<file path="config.mk">
export PLATFORM = sky130hd
export DESIGN_NAME = slru_victim_sel
export DESIGN_NICKNAME = d
export VERILOG_FILES = /design/src/rtl/slru_pkg.sv /design/src/rtl/slru_rank_update.sv /design/src/rtl/slru_victim_pick.sv /design/src/rtl/slru_promo_gate.sv /design/src/rtl/slru_victim_sel.sv
export SDC_FILE = /design/constraint.sdc
export NUM_CORES = 1
export LEC_CHECK = 0
export CELL_PAD_IN_SITES_DETAIL_PLACEMENT = 1
export CELL_PAD_IN_SITES_GLOBAL_PLACEMENT = 1
export CORE_UTILIZATION = 49
export CTS_CLUSTER_SIZE = 28
export DETAILED_ROUTE_END_ITERATION = 6
export DONT_BUFFER_PORTS = 1
export PLACE_DENSITY = 0.92
export RECOVER_POWER = 50
export SYNTH_ARGS = -nofsm -noshare
export SYNTH_HDL_FRONTEND = slang
export SYNTH_SLANG_ARGS = --single-unit
</file>
<file path="constraint.sdc">
create_clock -name clk -period 27.1 [get_ports clk]
set_input_delay 2.71 -clock clk [delete_from_list [all_inputs] [get_ports clk]]
set_output_delay 2.71 -clock clk [all_outputs]
set_load 0.01 [all_outputs]
</file>
<file path="src/rtl/slru_pkg.sv">
package slru_pkg;

    // Action applied to the set in one cycle; a fill outranks a hit.
    typedef enum logic [1:0] {
        ACT_IDLE = 2'd0,
        ACT_HIT  = 2'd1,
        ACT_FILL = 2'd2
    } slru_act_e;

endpackage

</file>
<file path="src/rtl/slru_rank_update.sv">
// Moves one way to rank 0 and shifts the younger ways down by one.
module slru_rank_update #(
    parameter int WAYS   = 16,
    parameter int RANK_W = $clog2(WAYS)
) (
    input  logic [WAYS-1:0][RANK_W-1:0] rank_q,
    input  logic                        touch_en,
    input  logic [RANK_W-1:0]           touch_way,
    output logic [WAYS-1:0][RANK_W-1:0] rank_d
);

    logic [RANK_W-1:0] old_rank;

    always_comb begin
        old_rank = rank_q[touch_way];
        rank_d   = rank_q;
        if (touch_en) begin
            for (int w = 0; w < WAYS; w++) begin
                if (RANK_W'(w) == touch_way) begin
                    rank_d[w] = '0;
                end else if (rank_q[w] < old_rank) begin
                    rank_d[w] = rank_q[w] + RANK_W'(1);
                end
            end
        end
    end

endmodule

</file>
<file path="src/rtl/slru_victim_pick.sv">
// Oldest non-referenced way, falling back to the global LRU way.
module slru_victim_pick #(
    parameter int WAYS   = 16,
    parameter int RANK_W = $clog2(WAYS)
) (
    input  logic [WAYS-1:0][RANK_W-1:0] rank_q,
    input  logic [WAYS-1:0]             refd_q,
    output logic [RANK_W-1:0]           victim,
    output logic [RANK_W-1:0]           lru_way
);

    localparam logic [RANK_W-1:0] OLDEST = RANK_W'(WAYS - 1);

    logic              found;
    logic [RANK_W-1:0] best_way;
    logic [RANK_W-1:0] best_rank;

    always_comb begin
        found     = 1'b0;
        best_way  = '0;
        best_rank = '0;
        lru_way   = '0;
        for (int w = 0; w < WAYS; w++) begin
            if (rank_q[w] == OLDEST) begin
                lru_way = RANK_W'(w);
            end
            if (!refd_q[w] && (!found || rank_q[w] > best_rank)) begin
                found     = 1'b1;
                best_way  = RANK_W'(w);
                best_rank = rank_q[w];
            end
        end
        victim = found ? best_way : lru_way;
    end

endmodule

</file>
<file path="src/rtl/slru_promo_gate.sv">
// Promotion fires with probability 1/2^N: low N random bits all zero.
module slru_promo_gate #(
    parameter int RAND_W = 32,
    parameter int EXP_W  = 4
) (
    input  logic [RAND_W-1:0] rand_val,
    input  logic [EXP_W-1:0]  promo_exp,
    output logic              promote
);

    logic [RAND_W-1:0] mask;

    always_comb begin
        mask    = (RAND_W'(1) << promo_exp) - RAND_W'(1);
        promote = (promo_exp != '0) && ((rand_val & mask) == '0);
    end

endmodule

</file>
<file path="src/rtl/slru_victim_sel.sv">
module slru_victim_sel
    import slru_pkg::*;
#(
    parameter int WAYS   = 16,
    parameter int RAND_W = 32,
    parameter int EXP_W  = 4,
    localparam int RANK_W = $clog2(WAYS)
) (
    input  logic              clk,
    input  logic              rst_n,
    input  logic              hit_vld,
    input  logic [RANK_W-1:0] hit_way,
    input  logic              fill_vld,
    input  logic [RANK_W-1:0] fill_way,
    input  logic [RAND_W-1:0] rand_val,
    input  logic [EXP_W-1:0]  promo_exp,
    input  logic              aging_en,
    output logic [RANK_W-1:0] victim_way
);

    typedef struct packed {
        logic [WAYS-1:0][RANK_W-1:0] rank;
        logic [WAYS-1:0]             refd;
    } set_state_t;

    set_state_t                  st_d, st_q;
    slru_act_e                   act;
    logic                        touch_en;
    logic [RANK_W-1:0]           touch_way;
    logic [WAYS-1:0][RANK_W-1:0] rank_nxt;
    logic [RANK_W-1:0]           lru_way;
    logic                        promote;

    // Decode the cycle's action; fill wins over hit.
    always_comb begin
        if (fill_vld)      act = ACT_FILL;
        else if (hit_vld)  act = ACT_HIT;
        else               act = ACT_IDLE;
        touch_en  = (act != ACT_IDLE);
        touch_way = (act == ACT_FILL) ? fill_way : hit_way;
    end

    slru_rank_update #(.WAYS(WAYS), .RANK_W(RANK_W)) rank_upd_i (
        .rank_q    (st_q.rank),
        .touch_en  (touch_en),
        .touch_way (touch_way),
        .rank_d    (rank_nxt)
    );

    slru_victim_pick #(.WAYS(WAYS), .RANK_W(RANK_W)) pick_i (
        .rank_q  (st_q.rank),
        .refd_q  (st_q.refd),
        .victim  (victim_way),
        .lru_way (lru_way)
    );

    slru_promo_gate #(.RAND_W(RAND_W), .EXP_W(EXP_W)) promo_i (
        .rand_val  (rand_val),
        .promo_exp (promo_exp),
        .promote   (promote)
    );

    always_comb begin
        st_d      = st_q;
        st_d.rank = rank_nxt;
        case (act)
            ACT_HIT: begin
                st_d.refd[hit_way] = 1'b1;
            end
            ACT_FILL: begin
                if (aging_en) st_d.refd[lru_way] = 1'b0;
                st_d.refd[fill_way] = promote;
            end
            default: ;
        endcase
    end

    always_ff @(posedge clk) begin
        if (!rst_n) begin
            for (int w = 0; w < WAYS; w++) begin
                st_q.rank[w] <= RANK_W'(w);
            end
            st_q.refd <= '0;
        end else begin
            st_q <= st_d;
        end
    end

    // ---------------------------------------------------------------
    // Assertions
    // ---------------------------------------------------------------
    logic [WAYS-1:0] rank_occ;
    always_comb begin
        rank_occ = '0;
        for (int w = 0; w < WAYS; w++) begin
            rank_occ[st_q.rank[w]] = 1'b1;
        end
    end

    assert_rank_perm_R2: assert property (@(posedge clk) disable iff (!rst_n)
        (&rank_occ));

    assert_hit_mru_R3: assert property (@(posedge clk) disable iff (!rst_n)
        (hit_vld && !fill_vld) |=>
            (st_q.rank[$past(hit_way)] == '0) && st_q.refd[$past(hit_way)]);

    assert_fill_mru_R2: assert property (@(posedge clk) disable iff (!rst_n)
        fill_vld |=> (st_q.rank[$past(fill_way)] == '0));

    assert_victim_unref_R4: assert property (@(posedge clk) disable iff (!rst_n)
        !(&st_q.refd) |-> !st_q.refd[victim_way]);

    assert_victim_lru_R5: assert property (@(posedge clk) disable iff (!rst_n)
        (&st_q.refd) |-> (st_q.rank[victim_way] == RANK_W'(WAYS - 1)));

    assert_fill_plain_R6: assert property (@(posedge clk) disable iff (!rst_n)
        (fill_vld && promo_exp == '0) |=> !st_q.refd[$past(fill_way)]);

    assert_fill_promo_R7: assert property (@(posedge clk) disable iff (!rst_n)
        (fill_vld && promote) |=> st_q.refd[$past(fill_way)]);

    assert_aging_clear_R8: assert property (@(posedge clk) disable iff (!rst_n)
        (fill_vld && aging_en && fill_way != lru_way) |=> !st_q.refd[$past(lru_way)]);

endmodule

</file>
# Yosys cells after proc, flatten, opt, wreduce, memory -nomap -nowiden
# Index checks and enable logic that the tools add are counted.
# word_totals
regBits	80
output_inout_bits	4
mem_bits_rw	0
mem_count	0
mem_bits_ro	0
latchBits	0
inputBits	49
elab_cells	318
# classes
multipliers	0
n_eq_ne	32
add_sub_neg	17
div_mod_pow	0
muxes	109
n_bitwise	4
shift	1
order_cmp	38
n_reduce_logical	100
# ops
cell	count
$mux 4	66
$add 4x1->4 const B	16
$lt 4x4->1	16
$eq 4x4->1 const B	15
$gt 4x4->1	15
$reduce_bool 2->1	18
$and 32x32->32	1
$eq 4x4->1 const A	8
$logic_not 32->1	1
$mux 16	2
$pmux 16 s2	1
$reduce_and 2->1	16
$shl 1x4->32 const A	1
$sub 32x2->32 const B	1
$logic_not 1->1	29
$mux 3	8
$mux 1	22
$lt 4x5->1 const B	4
$logic_and 1x1->1	19
$and 16x16->16	1
$bmux 4 s4	1
$bwmux 16	1
$eq 3x4->1 const A	4
$not 16->16	1
11 further kinds	34

# Depth between registers and ports, before layout
# depth
ltp_word	62
depth_mapped	120
ltp_nobuf	117

# Modules after synthesis
# A second synthesis with hierarchy kept.
# unflattened
hier_cells	1443
area_unflattened_um2	11157.0
# by_module_without_submodules
module	instances	seq_area_each_um2	cells_each	area_each_um2
slru_rank_update	1	0.0	622	4481.8
slru_victim_pick	1	0.0	498	3459.6
slru_victim_sel	1	1601.5	276	2907.8
slru_promo_gate	1	0.0	47	307.8

# Least setup slack after synthesis
# Ideal clock, no wire load.
# synth_path
kind	flip-flop to output port
from	register st_q[0] (netlist name)
to	output victim_way[3]
path_stages_with_launch	109
t_arrival_ps	21492
required_time_ps	24390
n_path_buf	3
setup_slack_ps	2898
cell_sequence	dfxtp_1 inv_1 nand2_1 ha_1 and4_1 a21oi_4 a21boi_1 o31a_1 ha_1 and2_1 a41o_1 a21o_1 buf_2 o211ai_1 o21ai_0 ha_1 nor2b_1 o31ai_1 [73 not listed] ha_1 nor2b_1 o21ai_0 nand2b_1 a21oi_1 a41o_1 a21oi_1 a31oi_1 a221oi_1 ha_1 nor2b_1 o21ai_0 nand2b_1 a21oi_1 o21ai_0 nor2_1 nand3_1 o32a_1
# synth_via
elab_chain_cells	62
elab_cells_between_ends	99
cone_classes	order compare (15); mux (40); reduce/logical (44)
# synth_lines
element	line_no	text
from (decl)	slru_victim_sel.sv:26	set_state_t st_d, st_q;
from (signal assigned)	slru_victim_sel.sv:85	st_q <= st_d;
$mux 4	slru_victim_pick.sv:27	if (!refd_q[w] && (!found || rank_q[w] > best_rank)) begin
$gt 4x4->1	slru_victim_pick.sv:27	
$logic_or 1x1->1	slru_victim_pick.sv:27	
$logic_and 1x1->1	slru_victim_pick.sv:27	
$mux 4 or $mux 1 (tied branches)	slru_victim_pick.sv:27	
$gt 4x4->1 or $logic_not 1->1 (tied branches)	slru_victim_pick.sv:27	
$logic_or 1x1->1	slru_victim_pick.sv:27	
$logic_and 1x1->1	slru_victim_pick.sv:27	
[46 not listed]	-	
$logic_or 1x1->1	slru_victim_pick.sv:27	
$logic_and 1x1->1	slru_victim_pick.sv:27	
$mux 4 or $mux 1 (tied branches)	slru_victim_pick.sv:27	
$gt 4x4->1 or $logic_not 1->1 (tied branches)	slru_victim_pick.sv:27	
$logic_or 1x1->1	slru_victim_pick.sv:27	
$logic_and 1x1->1	slru_victim_pick.sv:27	
$mux 4 or $mux 1 (tied branches)	slru_victim_pick.sv:27	
$mux 4 (*)	slru_victim_pick.sv:33	victim = found ? best_way : lru_way;
to (decl)	slru_victim_sel.sv:18	output logic [RANK_W-1:0] victim_way
# Every way passes the cells marked *; elsewhere a longest branch is shown, timed or not.

# Final worst setup path
# layout_path
from	register st_q[18] (netlist name)
to	output victim_way[3]
# layout_via
elab_chain_cells	62
elab_cells_between_ends	98
cone_classes	order compare (15); mux (39); reduce/logical (44)
# layout_lines
element	line_no
$mux 4 (*)	slru_victim_pick.sv:27
$gt 4x4->1	slru_victim_pick.sv:27
$logic_or 1x1->1	slru_victim_pick.sv:27
$logic_and 1x1->1	slru_victim_pick.sv:27
$mux 4 or $mux 1 (tied branches)	slru_victim_pick.sv:27
$gt 4x4->1 or $logic_not 1->1 (tied branches)	slru_victim_pick.sv:27
$logic_or 1x1->1	slru_victim_pick.sv:27
$logic_and 1x1->1	slru_victim_pick.sv:27
[46 not listed]	-
$logic_or 1x1->1	slru_victim_pick.sv:27
$logic_and 1x1->1	slru_victim_pick.sv:27
$mux 4 or $mux 1 (tied branches)	slru_victim_pick.sv:27
$gt 4x4->1 or $logic_not 1->1 (tied branches)	slru_victim_pick.sv:27
$logic_or 1x1->1	slru_victim_pick.sv:27
$logic_and 1x1->1	slru_victim_pick.sv:27
$mux 4 or $mux 1 (tied branches)	slru_victim_pick.sv:27
$mux 4 (*)	slru_victim_pick.sv:33
# Marks and branches as above.

==> results by group <==
Run status
  • Status: finished, violations left
  • Failing checks: design-rule violations, max-capacitance violations, max-slew violations, negative setup slack

Route
  • # DRC: 1
  • Via density: 7.65
  • Iter 0 DRT Violations: 1743
  • Met2 wire len: 20500 µm
  • Via count: 12000
  • DR top layer: met5
  • Routed WL: 47200 µm
  • Pre-antenna DRT Iters: 7
  • Average wire per standard cell: 30.1 µm
  • Met3 routed WL: 5970 µm
  • M1 WL: 16600 µm
  • Final ANT Viol Nets: 0

Global routing
  • Vias in the first global route: between 10000 and 15000
  • First-pass GRT wire length: 60300 µm
  • GR Util All Layers: between 30% and 40%
  • GRT Residual Overflow: 0
  • Initial antenna violation count: 2
  • Largest net degree at the start of global routing: a little over 80

Logic synthesis
  • Synth warn: 0
  • Post-synth ARST share: 0%
  • Synth area leaders: dfxtp_1 (17%), ha_1 (15%), o21ai_0 (7.6%)
  • Distinct cells, synth: 85
  • Post-Syn Area: 9690 µm²
  • Synth area leader: dfxtp_1
  • Syn Area/Cell: roughly 7.5 µm²
  • Post-synthesis sequential area ratio: 16.5%
  • Flops & latches, synth: 80
  • Syn_nets: 1463
  • Main synth FF type: dfxtp_1
  • Synth top area share: 16.5%
  • Number of synthesized flops with an enable pin: 0
  • Cells after Synth: 1296

Hold path
  • Min-delay src: st_q[28]$_SDFFE_PN1P_
  • Hold Crit Class: flip-flop to flip-flop

Final layout
  • Finished Layout Cells: 1572
  • Number of flip-flops in the largest register: 80
  • Storage cell area: 1610 µm²
  • Layout overhead on the synthesized area: 11.3%
  • # fillers: 2429
  • Area of the multi-input gates: 7920 µm²
  • Top reg by flops: st_q
  • Layout cell share with drive strength beyond 1: between 10% and 20%
  • Largest regs: st_q: 80 flops
  • Final #Nets: 1469

Critical path
  • Setup crit end kind: output port
  • Reg2reg start: st_q[45]$_SDFFE_PN1P_
  • Crit Path Category: flip-flop to output port
  • CP Data Arrival Time: between 20 and 30 ns
  • Origin of the worst setup path: st_q[18]$_SDFFE_PN0P_
  • CP required: 24.39 ns
  • CP bufs+invs: 12
  • CP Launch Type: flip-flop
  • Critical Path Max Stage Delay: 0.62 ns
  • Crit path max fanout: 8
  • CP top delay family: compound AO/OA/AOI/OAI gates
  • Most common cell on crit path: ha_1
  • Critical path's slowest cell: dfxtp_1

Timing
  • Highest clock rate: 0.0359 GHz
  • Slew HR: -17.2%
  • Max Clock Skew: between 0.015 and 0.02 ns
  • # setup viols final: 4
  • Final Slew Violations: 20
  • Period utilisation layout: 103%
  • Worst-Margin Slew: 1.76 ns
  • Hold Vio Cnt, Final: 0
  • Tmin final: 27.89 ns
  • PnR worst setup slack: -0.794 ns

Clock network
  • H-tree Lvls: 3
  • CTS clock-pin slew for the worst setup and hold paths: 0.06 ns
  • Root Buffer Master: clkbuf_16
  • Clk_lat worst skew: 0.38 ns
  • TritonCTS clock tree: yes
  • Clock Sinks: 80
  • Clk buf depth: 2
  • Num CTS Buffers: 9

Placement
  • # placed instances: 1525
  • GPL Wtd Cong: 0.930
  • Dpl hpwl: 26100 µm
  • Port Buf Inserts: 0

Floorplanning
  • Row cnt: 51
  • Core area: 19400 µm²
  • Initial Util: 49.9%
  • Die Y: around 140 µm
  • Ports: 53
  • Die width: 143 µm
  • Die area: 20300 µm²

Flow run
  • Max Cap Viol: 1
[worst paths after layout]
path                           endpoint  slack, ns  cells after the start
setup reg to reg  st_q[51]$_SDFFE_PN1P_      21.80                     15
hold / removal    st_q[28]$_SDFFE_PN1P_       0.58                      2
hold reg to reg   st_q[28]$_SDFFE_PN1P_       0.58                      2
setup / recovery          victim_way[3]      -0.79                    113
[per-stage QoR]
| stage | worst slack (ns) | instance area (µm²) | setup TNS, ns | utilization (%) | hold slack (ns) |
|---|---|---|---|---|---|
| after floorplan | 2.90 | 9690 | 0 | - | 0.505 |
| after global placement | 1.09 | 9930 | 0 | 51.2 | 0.554 |
| after detailed placement | -0.00481 | 9930 | -0.00481 | 51.2 | 0.571 |
| after CTS | 0.00237 | 10300 | 0 | 53.1 | 0.587 |
| after global routing | -1.36 | 10800 | -5.15 | 55.6 | 0.602 |
| final | -0.794 | 10800 | -2.96 | 55.6 | 0.583 |
[synth_stat cells (22+ instances only)]
cell,instances
o21a_1,27
dfxtp_1,80
inv_1,80
nand3_1,77
mux2i_1,22
a21oi_1,94
nand2b_1,35
clkbuf_1,43
o21ai_0,147
o311ai_0,25
nand2_1,103
nor2_1,99
ha_1,118
mux2_2,22
nor2b_1,36
[kinds of logic after synthesis]
| kind of cell | Yosys count | synth area share, % |
|---|---|---|
| adders and majority gates | 118 | 15.2 |
| AOI/OAI and AO/OA | 440 | 29.9 |
| DFF | 80 | 16.5 |
| buffers and inverters | 130 | 5.22 |
| and+or+nand+nor | 465 | 24.2 |
| muxes | 61 | 8.69 |
| xor gates and xnor gates | 2 | 0.181 |
[metal layers]
metal,track usage (%),vias to the layer above
li1,-,4848
met1,46.2,5646
met2,61.6,1090
met3,8.48,441
met4,22.8,6
met5,0,-
[cells in the final DEF (no fill, tap or decap), types with 5 or more instances in the layout]
cell type  netlist  layout
nand3b_1         8       8
mux2_4           0       5
nand2_1        103     103
o21ai_0        147     137
nand3_1         77      76
or3_1            5       5
o211ai_1        20      20
o31ai_1         12      11
nor3b_1          7       7
mux4_2          16      16
o21ai_1          4      10
o211a_1          5       5
ha_1           118     113
dfxtp_1         80      77
a21oi_1         94      82
nor3_1          16      15
inv_1           80      79
mux2i_1         22      19
o21a_1          27      26
mux2_2          22      17
a21o_1          10       8
o31a_1           6       6
clkbuf_16        0       9
or2_2           15      15
buf_4            0      41
nor2b_1         36      36
and3_1          16      16
and2_1          20      18
clkbuf_1        43       5
nand4_1         10      10
a21boi_0        16      16
o311ai_0        25      24
a21oi_2          1      11
o2111ai_1        7       7
nand2b_1        35      35
nor2_1          99      98
[worst register-to-register path, stage by stage (launching register included)]
cell	delay, ns
dfxtp_1	0.48
mux4_2	0.54
nor2_1	0.10
nor2_1	0.06
o21ai_0	0.79
clkbuf_1	0.59
ha_1	0.37
o21a_1	0.12
o21a_1	0.19
o21ai_0	0.18
nand2b_1	0.08
a21oi_1	0.41
nand2_1	0.20
nor2_1	0.18
nor2_1	0.16
o21ai_0	0.69
[layout make-up]
cell class,count,area share (%)
inverter,80,2.81
clock buffer,12,2.29
antenna,1,0.0232
tap,265,3.07
multi-input combinational,1086,73.5
sequential,80,14.9
clock inverter,3,0.395
timing repair buffer,45,3.06
[what timing repair did]
action / CTS / global route
hold buffers: 0 / 0
resized for setup: 11 / 70
endpoints found under the setup margin: 4 / 4
setup buffers: 3 / 28
pin swaps: 2 / 24
endpoints found under the hold margin: 0 / 0
Power is not shown: default switching activity piles up to over one toggle a cycle in this logic, so the estimate is an artifact.
